<file path="src/rtl/amseq_pkg.sv">
`timescale 1ns/1ps
package amseq_pkg;

  typedef enum logic [3:0] {
    AM_IMM, AM_ZP, AM_ZPX, AM_ZPY, AM_ABS, AM_ABX, AM_ABY,
    AM_IZX, AM_IZY, AM_ACC, AM_ILL
  } am_mode_e;

  typedef enum logic [2:0] {
    ST_IDLE, ST_OP_LO, ST_OP_HI, ST_PTR_LO, ST_PTR_HI
  } seq_st_e;

  // selector and group field positions inside the opcode
  localparam int SEL_MSB = 4;
  localparam int SEL_LSB = 2;
  localparam int GRP_MSB = 1;

  function automatic logic mode_fetches(am_mode_e m);
    return !(m == AM_IMM || m == AM_ACC || m == AM_ILL);
  endfunction

  function automatic logic mode_two_byte(am_mode_e m);
    return (m == AM_ABS || m == AM_ABX || m == AM_ABY);
  endfunction

  function automatic logic mode_indirect(am_mode_e m);
    return (m == AM_IZX || m == AM_IZY);
  endfunction

  function automatic logic mode_may_penalise(am_mode_e m);
    return (m == AM_ABX || m == AM_ABY || m == AM_IZY);
  endfunction

endpackage

</file>
<file path="src/rtl/amseq_decode.sv">
`timescale 1ns/1ps
module amseq_decode
  import amseq_pkg::*;
(
  input  logic [SEL_MSB:0] opc,
  input  logic             y_index,
  output am_mode_e         mode
);
  logic [GRP_MSB:0] grp;
  logic [SEL_MSB-SEL_LSB:0] sel;

  always_comb begin
    grp  = opc[GRP_MSB:0];
    sel  = opc[SEL_MSB:SEL_LSB];
    mode = AM_ILL;
    case (grp)
      2'b01: begin
        case (sel)
          3'd0: mode = AM_IZX;
          3'd1: mode = AM_ZP;
          3'd2: mode = AM_IMM;
          3'd3: mode = AM_ABS;
          3'd4: mode = AM_IZY;
          3'd5: mode = AM_ZPX;
          3'd6: mode = AM_ABY;
          default: mode = AM_ABX;
        endcase
      end
      2'b00, 2'b10: begin
        case (sel)
          3'd0: mode = AM_IMM;
          3'd1: mode = AM_ZP;
          3'd2: mode = (grp == 2'b10) ? AM_ACC : AM_ILL;
          3'd3: mode = AM_ABS;
          3'd5: mode = (grp == 2'b10 && y_index) ? AM_ZPY : AM_ZPX;
          3'd7: mode = (grp == 2'b10 && y_index) ? AM_ABY : AM_ABX;
          default: mode = AM_ILL;
        endcase
      end
      default: mode = AM_ILL;
    endcase
  end
endmodule

</file>
<file path="src/rtl/amseq_addr_calc.sv">
`timescale 1ns/1ps
module amseq_addr_calc
  import amseq_pkg::*;
#(
  parameter int DW = 8,
  localparam int AW = 2 * DW
)(
  input  am_mode_e        mode,
  input  logic [AW-1:0]   base_pc,
  input  logic [DW-1:0]   op_lo,
  input  logic [DW-1:0]   op_hi,
  input  logic [DW-1:0]   ptr_lo,
  input  logic [DW-1:0]   ptr_hi,
  input  logic [DW-1:0]   idx_x,
  input  logic [DW-1:0]   idx_y,
  input  logic            rd_form,
  output logic [AW-1:0]   ptr_addr,
  output logic [AW-1:0]   ptr_addr_nxt,
  output logic [AW-1:0]   eff_addr,
  output logic            cross_pen
);
  localparam logic [DW-1:0] PAGE0 = '0;

  logic [DW-1:0] zp_ptr, zp_ptr_nxt, zp_sum_x, zp_sum_y;
  logic [AW-1:0] base, offs;

  always_comb begin
    zp_sum_x   = op_lo + idx_x;
    zp_sum_y   = op_lo + idx_y;
    zp_ptr     = (mode == AM_IZX) ? zp_sum_x : op_lo;
    zp_ptr_nxt = zp_ptr + DW'(1);
    ptr_addr     = {PAGE0, zp_ptr};
    ptr_addr_nxt = {PAGE0, zp_ptr_nxt};

    base = '0;
    offs = '0;
    case (mode)
      AM_IMM: base = base_pc;
      AM_ZP:  base = {PAGE0, op_lo};
      AM_ZPX: base = {PAGE0, zp_sum_x};
      AM_ZPY: base = {PAGE0, zp_sum_y};
      AM_ABS: base = {op_hi, op_lo};
      AM_ABX: begin base = {op_hi, op_lo};   offs = {PAGE0, idx_x}; end
      AM_ABY: begin base = {op_hi, op_lo};   offs = {PAGE0, idx_y}; end
      AM_IZX: base = {ptr_hi, ptr_lo};
      AM_IZY: begin base = {ptr_hi, ptr_lo}; offs = {PAGE0, idx_y}; end
      default: base = '0;
    endcase
    eff_addr  = base + offs;
    cross_pen = rd_form && mode_may_penalise(mode) &&
                (eff_addr[AW-1:DW] != base[AW-1:DW]);
  end
endmodule

</file>
<file path="src/rtl/amseq_fetch_seq.sv">
`timescale 1ns/1ps
module amseq_fetch_seq
  import amseq_pkg::*;
#(
  parameter int DW = 8,
  localparam int AW = 2 * DW
)(
  input  logic          clk,
  input  logic          rst,
  input  logic          take,
  input  am_mode_e      mode_dec,
  input  logic [AW-1:0] pc,
  input  logic [AW-1:0] ptr_addr,
  input  logic [AW-1:0] ptr_addr_nxt,
  output logic          rd_valid,
  input  logic          rd_ready,
  output logic [AW-1:0] rd_addr,
  input  logic [DW-1:0] rd_data,
  output am_mode_e      mode_q,
  output logic [DW-1:0] op_lo,
  output logic [DW-1:0] op_hi,
  output logic [DW-1:0] ptr_lo,
  output logic [DW-1:0] ptr_hi,
  output logic          busy,
  output logic          done_q
);
  seq_st_e st;
  logic    pend;

  always_comb begin
    busy     = (st != ST_IDLE);
    rd_valid = busy && !pend;
    case (st)
      ST_OP_LO:  rd_addr = pc;
      ST_OP_HI:  rd_addr = pc + AW'(1);
      ST_PTR_LO: rd_addr = ptr_addr;
      ST_PTR_HI: rd_addr = ptr_addr_nxt;
      default:   rd_addr = '0;
    endcase
  end

  always_ff @(posedge clk) begin
    if (rst) begin
      st     <= ST_IDLE;
      pend   <= 1'b0;
      done_q <= 1'b0;
      mode_q <= AM_ILL;
      op_lo  <= '0;
      op_hi  <= '0;
      ptr_lo <= '0;
      ptr_hi <= '0;
    end else begin
      done_q <= 1'b0;
      if (st == ST_IDLE) begin
        if (take) begin
          mode_q <= mode_dec;
          if (mode_fetches(mode_dec)) st <= ST_OP_LO;
          else done_q <= 1'b1;
        end
      end else if (pend) begin
        pend <= 1'b0;
        case (st)
          ST_OP_LO: begin
            op_lo <= rd_data;
            if (mode_two_byte(mode_q))      st <= ST_OP_HI;
            else if (mode_indirect(mode_q)) st <= ST_PTR_LO;
            else begin st <= ST_IDLE; done_q <= 1'b1; end
          end
          ST_OP_HI: begin
            op_hi  <= rd_data;
            st     <= ST_IDLE;
            done_q <= 1'b1;
          end
          ST_PTR_LO: begin
            ptr_lo <= rd_data;
            st     <= ST_PTR_HI;
          end
          default: begin
            ptr_hi <= rd_data;
            st     <= ST_IDLE;
            done_q <= 1'b1;
          end
        endcase
      end else if (rd_valid && rd_ready) begin
        pend <= 1'b1;
      end
    end
  end
endmodule

</file>
<file path="src/rtl/ea_sequencer.sv">
`timescale 1ns/1ps
module ea_sequencer
  import amseq_pkg::*;
#(
  parameter int DW = 8,
  localparam int AW = 2 * DW
)(
  input  logic              clk,
  input  logic              rst,
  input  logic              start,
  input  logic [SEL_MSB:0]  opcode_lo,
  input  logic              y_index,
  input  logic              rd_form,
  input  logic [DW-1:0]     idx_x,
  input  logic [DW-1:0]     idx_y,
  input  logic [AW-1:0]     op_addr,
  output logic              mem_rd_valid,
  input  logic              mem_rd_ready,
  output logic [AW-1:0]     mem_rd_addr,
  input  logic [DW-1:0]     mem_rd_data,
  output logic              done,
  output logic [AW-1:0]     eff_addr,
  output logic              acc_target,
  output logic              imm_operand,
  output logic              page_penalty,
  output logic              illegal_mode
);
  am_mode_e      mode_dec, mode_q;
  logic          busy, take, rd_q;
  logic [DW-1:0] x_q, y_q, op_lo, op_hi, ptr_lo, ptr_hi;
  logic [AW-1:0] pc_q, ptr_a, ptr_a_nxt;

  assign take = start && !busy;

  always_ff @(posedge clk) begin
    if (rst) begin
      x_q  <= '0;
      y_q  <= '0;
      pc_q <= '0;
      rd_q <= 1'b0;
    end else if (take) begin
      x_q  <= idx_x;
      y_q  <= idx_y;
      pc_q <= op_addr;
      rd_q <= rd_form;
    end
  end

  amseq_decode u_decode (
    .opc     (opcode_lo),
    .y_index (y_index),
    .mode    (mode_dec)
  );

  amseq_fetch_seq #(.DW(DW)) u_seq (
    .clk          (clk),
    .rst          (rst),
    .take         (take),
    .mode_dec     (mode_dec),
    .pc           (pc_q),
    .ptr_addr     (ptr_a),
    .ptr_addr_nxt (ptr_a_nxt),
    .rd_valid     (mem_rd_valid),
    .rd_ready     (mem_rd_ready),
    .rd_addr      (mem_rd_addr),
    .rd_data      (mem_rd_data),
    .mode_q       (mode_q),
    .op_lo        (op_lo),
    .op_hi        (op_hi),
    .ptr_lo       (ptr_lo),
    .ptr_hi       (ptr_hi),
    .busy         (busy),
    .done_q       (done)
  );

  amseq_addr_calc #(.DW(DW)) u_calc (
    .mode         (mode_q),
    .base_pc      (pc_q),
    .op_lo        (op_lo),
    .op_hi        (op_hi),
    .ptr_lo       (ptr_lo),
    .ptr_hi       (ptr_hi),
    .idx_x        (x_q),
    .idx_y        (y_q),
    .rd_form      (rd_q),
    .ptr_addr     (ptr_a),
    .ptr_addr_nxt (ptr_a_nxt),
    .eff_addr     (eff_addr),
    .cross_pen    (page_penalty)
  );

  assign acc_target   = (mode_q == AM_ACC);
  assign imm_operand  = (mode_q == AM_IMM);
  assign illegal_mode = (mode_q == AM_ILL);
endmodule

</file>
<file path="config.mk">
export PLATFORM = sky130hd
export DESIGN_NAME = ea_sequencer
export DESIGN_NICKNAME = d
export VERILOG_FILES = /design/src/rtl/amseq_pkg.sv /design/src/rtl/amseq_decode.sv /design/src/rtl/amseq_addr_calc.sv /design/src/rtl/amseq_fetch_seq.sv /design/src/rtl/ea_sequencer.sv
export SDC_FILE = /design/constraint.sdc
export NUM_CORES = 1
export LEC_CHECK = 0
export ABC_AREA = 1
export CELL_PAD_IN_SITES_DETAIL_PLACEMENT = 1
export CELL_PAD_IN_SITES_GLOBAL_PLACEMENT = 1
export CORE_ASPECT_RATIO = 1.4
export CORE_MARGIN = 2
export CORE_UTILIZATION = 34
export DETAILED_ROUTE_END_ITERATION = 8
export HOLD_SLACK_MARGIN = 0.15
export PLACE_DENSITY = 0.81
export SYNTH_ARGS = -nofsm -noshare
export SYNTH_HDL_FRONTEND = slang
export SYNTH_SLANG_ARGS = --single-unit
</file>
<file path="constraint.sdc">
create_clock -name clk -period 3.2 [get_ports clk]
set_clock_uncertainty 0.2 [all_clocks]
set_input_delay 0.32 -clock clk [delete_from_list [all_inputs] [get_ports clk]]
set_output_delay 0.32 -clock clk [all_outputs]
set_load 0.05 [all_outputs]
</file>
Word level (Yosys, flattened, before mapping):

Cells that the tools add are included.

* flip-flop bits (word level): 74
* input port bits: 51
* output and inout port bits: 38
* word-level logic and storage cells: 106

* $add $sub $neg: 5
* equal/unequal tests: 28
* mux-type cells: 26
* bitwise logic cells: 2
* reductions and logical operators: 33

Operator list (number)
* one-hot mux 16 bit (6 select lines): 1
* one-hot mux 16 bit (4 select lines): 1
* one-hot mux 4 bit (7 select lines): 1
* one-hot mux 4 bit (6 select lines): 1
* == test 4 bit, second input constant: 5
* adder 16 x 1 -> 16 bit, second input constant: 1
* adder 16 x 8 -> 16 bit: 1
* adder 8 bit: 2
* == test 4 x 3 -> 1 bit, second input constant: 4
* one-hot mux 8 bit (2 select lines): 1
* == test 3 bit, second input constant: 5
* two-way mux 3 bit: 5
* AND reduction 3 bit: 5
* == test 3 x 2 -> 1 bit, second input constant: 4
* two-way mux 1 bit: 9
* adder 8 x 1 -> 8 bit, second input constant: 1
* == test 4 x 2 -> 1 bit, second input constant: 2
* logical NOT 4 bit: 2
* two-way mux 8 bit: 1
* != test 8 bit: 1
* one-hot mux 4 bit (2 select lines): 1
* logical OR 1 bit: 7
* == test 3 x 1 -> 1 bit, second input constant: 2
* logical AND 1 bit: 6
* other kinds (16): 25

Longest topological paths before layout:

* depth after elaboration: 11
* depth in mapped cells: 20
* mapped depth without buffers: 20

Hierarchy:

From an unflattened synthesis, not the netlist that was laid out.

* cells, all modules: 1027
* area, all modules: 6206.0 um^2

By module, submodules not included
* amseq_fetch_seq: instances 1, cells each 359, area each 2263.4 um^2, sequential area each 820.8 um^2
* amseq_addr_calc: instances 1, cells each 401, area each 2215.9 um^2, sequential area each 0.0 um^2
* ea_sequencer: instances 1, cells each 223, area each 1544.0 um^2, sequential area each 660.6 um^2
* amseq_decode: instances 1, cells each 44, area each 182.7 um^2, sequential area each 0.0 um^2

Worst setup path after synthesis:

OpenSTA, ideal clock, no wires.

* path type: reg-to-output
* start: reg u_seq.op_lo[0]
* end: out page_penalty
* data arrival time: 3.591 ns
* data required time: 2.680 ns
* slack: -0.911 ns
* stages on the path, launching flop included: 20
* path buffers: 0
* cells stage by stage: dfxtp_1 > ha_1 > fa_1 > nand2_1 > nand2_1 > a21oi_1 > nor2_1 > nor2_1 > o21bai_1 > xor2_1 > o21ai_0 > ha_1 > nand2_1 > inv_1 > nand4_1 > nand2_1 > nand2_1 > nand2_1 > a21oi_1 > a211oi_1

* longest elaborated chain between the ends: 5
* elaborated cells between the ends (all ways): 6
* those cells by class: add/sub: 3; eq/ne: 1; mux: 1; reduce/logical: 1

RTL lines
* from (decl): line amseq_fetch_seq.sv:20 `output logic [DW-1:0] op_lo,`
* from (signal assigned): line amseq_fetch_seq.sv:64 `op_lo <= rd_data;`
* adder 8 bit (on tied branches): line amseq_addr_calc.sv:29, amseq_addr_calc.sv:28
* one-hot mux 16 bit (6 select lines) (*): line amseq_addr_calc.sv:37 `case (mode)`
* adder 16 x 8 -> 16 bit (*): line amseq_addr_calc.sv:49 `eff_addr = base + offs;`
* != test 8 bit (*): line amseq_addr_calc.sv:51 `(eff_addr[AW-1:DW] != base[AW-1:DW]);`
* logical AND 1 bit (*): line amseq_addr_calc.sv:50 `cross_pen = rd_form && mode_may_penalise(mode) &&`
* to (decl): line ea_sequencer.sv:25 `output logic page_penalty,`

Every way passes the cells marked *; elsewhere a longest branch is shown, timed or not.

Worst setup path in the final report:

* start: reg u_seq.op_lo[4]
* end: out eff_addr[11]

* longest elaborated chain between the ends: 3
* elaborated cells between the ends (all ways): 4
* those cells by class: add/sub: 3; mux: 1

RTL lines
* adder 8 bit (on tied branches): line amseq_addr_calc.sv:29, amseq_addr_calc.sv:28
* one-hot mux 16 bit (6 select lines) (*): line amseq_addr_calc.sv:37
* adder 16 x 8 -> 16 bit (*): line amseq_addr_calc.sv:49
* to (decl): line ea_sequencer.sv:22 `output logic [AW-1:0] eff_addr,`

Marks and branches as above.

==> flow_summary.json <==
{
  "outcome": "complete, but fails checks",
  "violations": "setup timing",
  "synth_nets": 898,
  "drc": 0,
  "slowest_delay_ns": 0.42,
  "maxCapViolations": 0,
  "power_per_cell_area_nw_per_um2": 452,
  "drtIter0Drc": 535,
  "dr_total_vias": 7126,
  "synth-seq-cells": 74,
  "grt-ovfl-total": 0,
  "initial_core_util_pct": 34.9,
  "clk_pin_slew_ns": 0.07,
  "synthDistinctLibCells": 48,
  "placedCellCount": 1168,
  "worstPathRequired_ns": 2.68,
  "postRouteAntennaNets": 0,
  "synth-simple-area-share_pct": 27.6,
  "syn-instance-count": 820,
  "fmax_mhz": 232,
  "numCtsBuffers": 9,
  "grt_util_all_layers_pct": 32.0,
  "clock_sinks": 74,
  "fillers": 1838,
  "drive_gt1_share_pct": 31.5,
  "synth-compound-area-share_pct": 23.7,
  "cts_tree": "yes",
  "setup_viol": 21,
  "dieArea_um2": 16500,
  "cts-root-buf": "clkbuf_16",
  "postPlaceCellArea_um2": 7410,
  "numPortBuffers": 88,
  "grt_pass1_wl_mm": 40.2,
  "synth_seq_area_share_pct": 28.1,
  "postSynthAreaPerCell_um2": 6.43,
  "cp_data_arrival_time_ns": 3.79,
  "wirelength_mm": 29.3,
  "min_path_cells": 2,
  "hp-class": "register to register",
  "gp_congestion": 0.921,
  "cp-end-kind": "output port",
  "crit_slowest_cell": "ha_1",
  "mostFrequentLayoutCell": "nand2_1",
  "power_mw": 3.92,
  "via_per_inst": 5.88,
  "grt_pass1_vias": 7426,
  "firstDrtPassIters": 6,
  "area_growth_pct": 64.2,
  "start_kind": "register",
  "worst_slack_ns": -1.11,
  "slew_violations": 0,
  "maxSlewHeadroom_pct": 62.6,
  "die_w_um": 109,
  "regToRegEndpoint": "u_seq.op_lo[6]$_SDFFE_PP0P_",
  "regToRegSetupSlack_ns": 0.73,
  "core_um2": 15100,
  "cts.htree.levels": 3,
  "cp_max_fo": 4,
  "leakage_nw": 3.78,
  "grt_setup_unrepaired": "yes",
  "whs_endpoint": "u_seq.op_hi[4]$_SDFFE_PP0P_",
  "path_cells": "buf_4 -> ha_1 -> inv_1 -> nor2_4 -> nor2_2 -> o21bai_1 -> xor2_1 -> o21ai_2 -> ha_4 -> nand2_4 -> inv_2 -> nand4_1 -> nand2_2 -> nand2_2 -> nand2_2 -> nand4_1 -> buf_4 -> xnor2_4 -> buf_12",
  "avgRoutedWirePerCell_um": 24.2,
  "cts-hold-fix-buffers": 0,
  "synth_edf_count": 0,
  "worstSetupPathType": "register to output port",
  "synthesis.area_um2": 5270,
  "final_cells": 1211,
  "antenna_found_initial": 1,
  "hp-start": "u_seq.op_hi[4]$_SDFFE_PP0P_",
  "synth_mux_area_share_pct": 0,
  "ios": 89,
  "cts_buffer_depth": 2,
  "synthXorXnorAreaFrac_pct": 2.82,
  "hpwl_mm": 16.7,
  "synth_top_family_by_area": "simple AND/OR/NAND/NOR gates",
  "fin_crit_sh_pct": 135,
  "finalCriticalPeriod_ns": 4.31,
  "synthArstFlopShare_pct": 0,
  "r2r_start": "u_seq.st[2]$_SDFFE_PP0P_",
  "r2r_cells": 7,
  "yosys.area_share.adder_pct": 6.83,
  "ys.flop_type": "dfxtp_1",
  "antenna_cells": 0,
  "finish.utilization_pct": 57.3,
  "irDropWorstVdd_mv": 0.233,
  "hold_violations": 0,
  "fin_area_um2": 8660,
  "clock_latency_ns": 0.35,
  "grt_max_degree": 53,
  "worst_pin_slew_ns": 0.558,
  "rows": 53,
  "nNetsFinal": 1092,
  "crit_top_cell": "nand2_2",
  "die_y_um": 151,
  "most-common-layout-cells": "nand2_1 (129), inv_1 (113), buf_4 (109)",
  "yosysWarnings": 0
}
-- registers in the layout, summed over array words and instances, names as in the netlist, 4 cells and up --
name and flops:
u_seq.op_lo 8, pc_q 16, u_seq.op_hi 8, u_seq.ptr_lo 8, u_seq.mode_q 4, y_q 8
x_q 8, u_seq.ptr_hi 8
-- worst max path at each step --
stage,startpoint,endpoint,cells after the start
2_1_floorplan,u_seq.op_lo[0]$_SDFFE_PP0P_,eff_addr[15],20
3_3_place_gp,u_seq.op_lo[0]$_SDFFE_PP0P_,page_penalty,21
3_5_place_dp,u_seq.op_lo[0]$_SDFFE_PP0P_,eff_addr[11],19
4_1_cts,u_seq.op_lo[0]$_SDFFE_PP0P_,eff_addr[11],21
5_1_grt,u_seq.mode_q[2]$_SDFFE_PP0P_,eff_addr[12],19
6_report,u_seq.op_lo[4]$_SDFFE_PP0P_,eff_addr[11],19
-- synth_stat cells, types with 4 or more instances --
cell	count	area, um2
a21oi_1	83	415
o211ai_1	5	37.5
nor2_2	6	37.5
nand2_1	155	582
clkbuf_1	18	67.6
o22ai_1	15	93.8
nand2_2	5	31.3
xor2_1	14	123
nor2_1	75	282
dfxtp_1	74	1480
nand3_1	58	290
inv_1	121	454
nor3_1	8	40.0
nand4_1	10	62.6
o21ai_0	89	445
ha_1	24	300
o2111ai_1	4	35.0
nand3_2	4	40.0
-- layout make-up --
class | count | area [um2] | share of cell area (%)
multi-input cells | 596 | 4070 | 47.0
clock inverters | 7 | 83.8 | 0.968
flip-flops and latches | 74 | 1500 | 17.4
well taps | 192 | 240 | 2.77
repair buffers | 206 | 2050 | 23.7
inverters | 127 | 489 | 5.65
clock buffers | 9 | 225 | 2.60
-- per-stage QoR --
stage	TNS (ns)	setup WS (ns)	hold slack [ns]
floorplan	-1.31	-0.315	0.229
global placement	-3.13	-0.386	0.241
detailed placement	-3.97	-0.475	0.251
CTS	-8.80	-0.845	0.263
global route	-14.84	-1.22	0.276
finish	-12.89	-1.11	0.264
-- where the power goes --
group	switching [mW]	internal, mW	total, mW
registers	0.110	1.02	1.13
logic	1.02	0.638	1.66
clock network	0.508	0.620	1.13
total	1.64	2.28	3.92
-- what timing repair did --
| item | CTS | global route |
|---|---|---|
| buffers inserted | 23 | 13 |
| gates resized for setup | 79 | 76 |
| endpoints found under the setup margin | 18 | 23 |
| pin swaps | 36 | 27 |
-- critical path: cells and delay by family, from the launching register on --
| family | cells | cell delay [ns] |
|---|---|---|
| compound gates | 2 | 0.31 |
| xor+xnor | 2 | 0.41 |
| buf+inv | 5 | 0.79 |
| fa+ha+maj | 2 | 0.74 |
| simple gates | 8 | 0.87 |
| flops | 1 | 0.33 |
-- kinds of logic after synthesis --
logic type | count (synthesis)
compound gates | 221
xor+xnor | 17
fa+ha+maj | 27
buf+inv | 150
flops | 74
simple gates | 331
-- routing by layer --
layer	wire length, um	track usage (%)
met1	10200	32.7
met5	0	0
met3	2060	5.98
met2	14700	59.7
met4	2400	18.4
No activity file was read; power rests on OpenSTA's default activity.
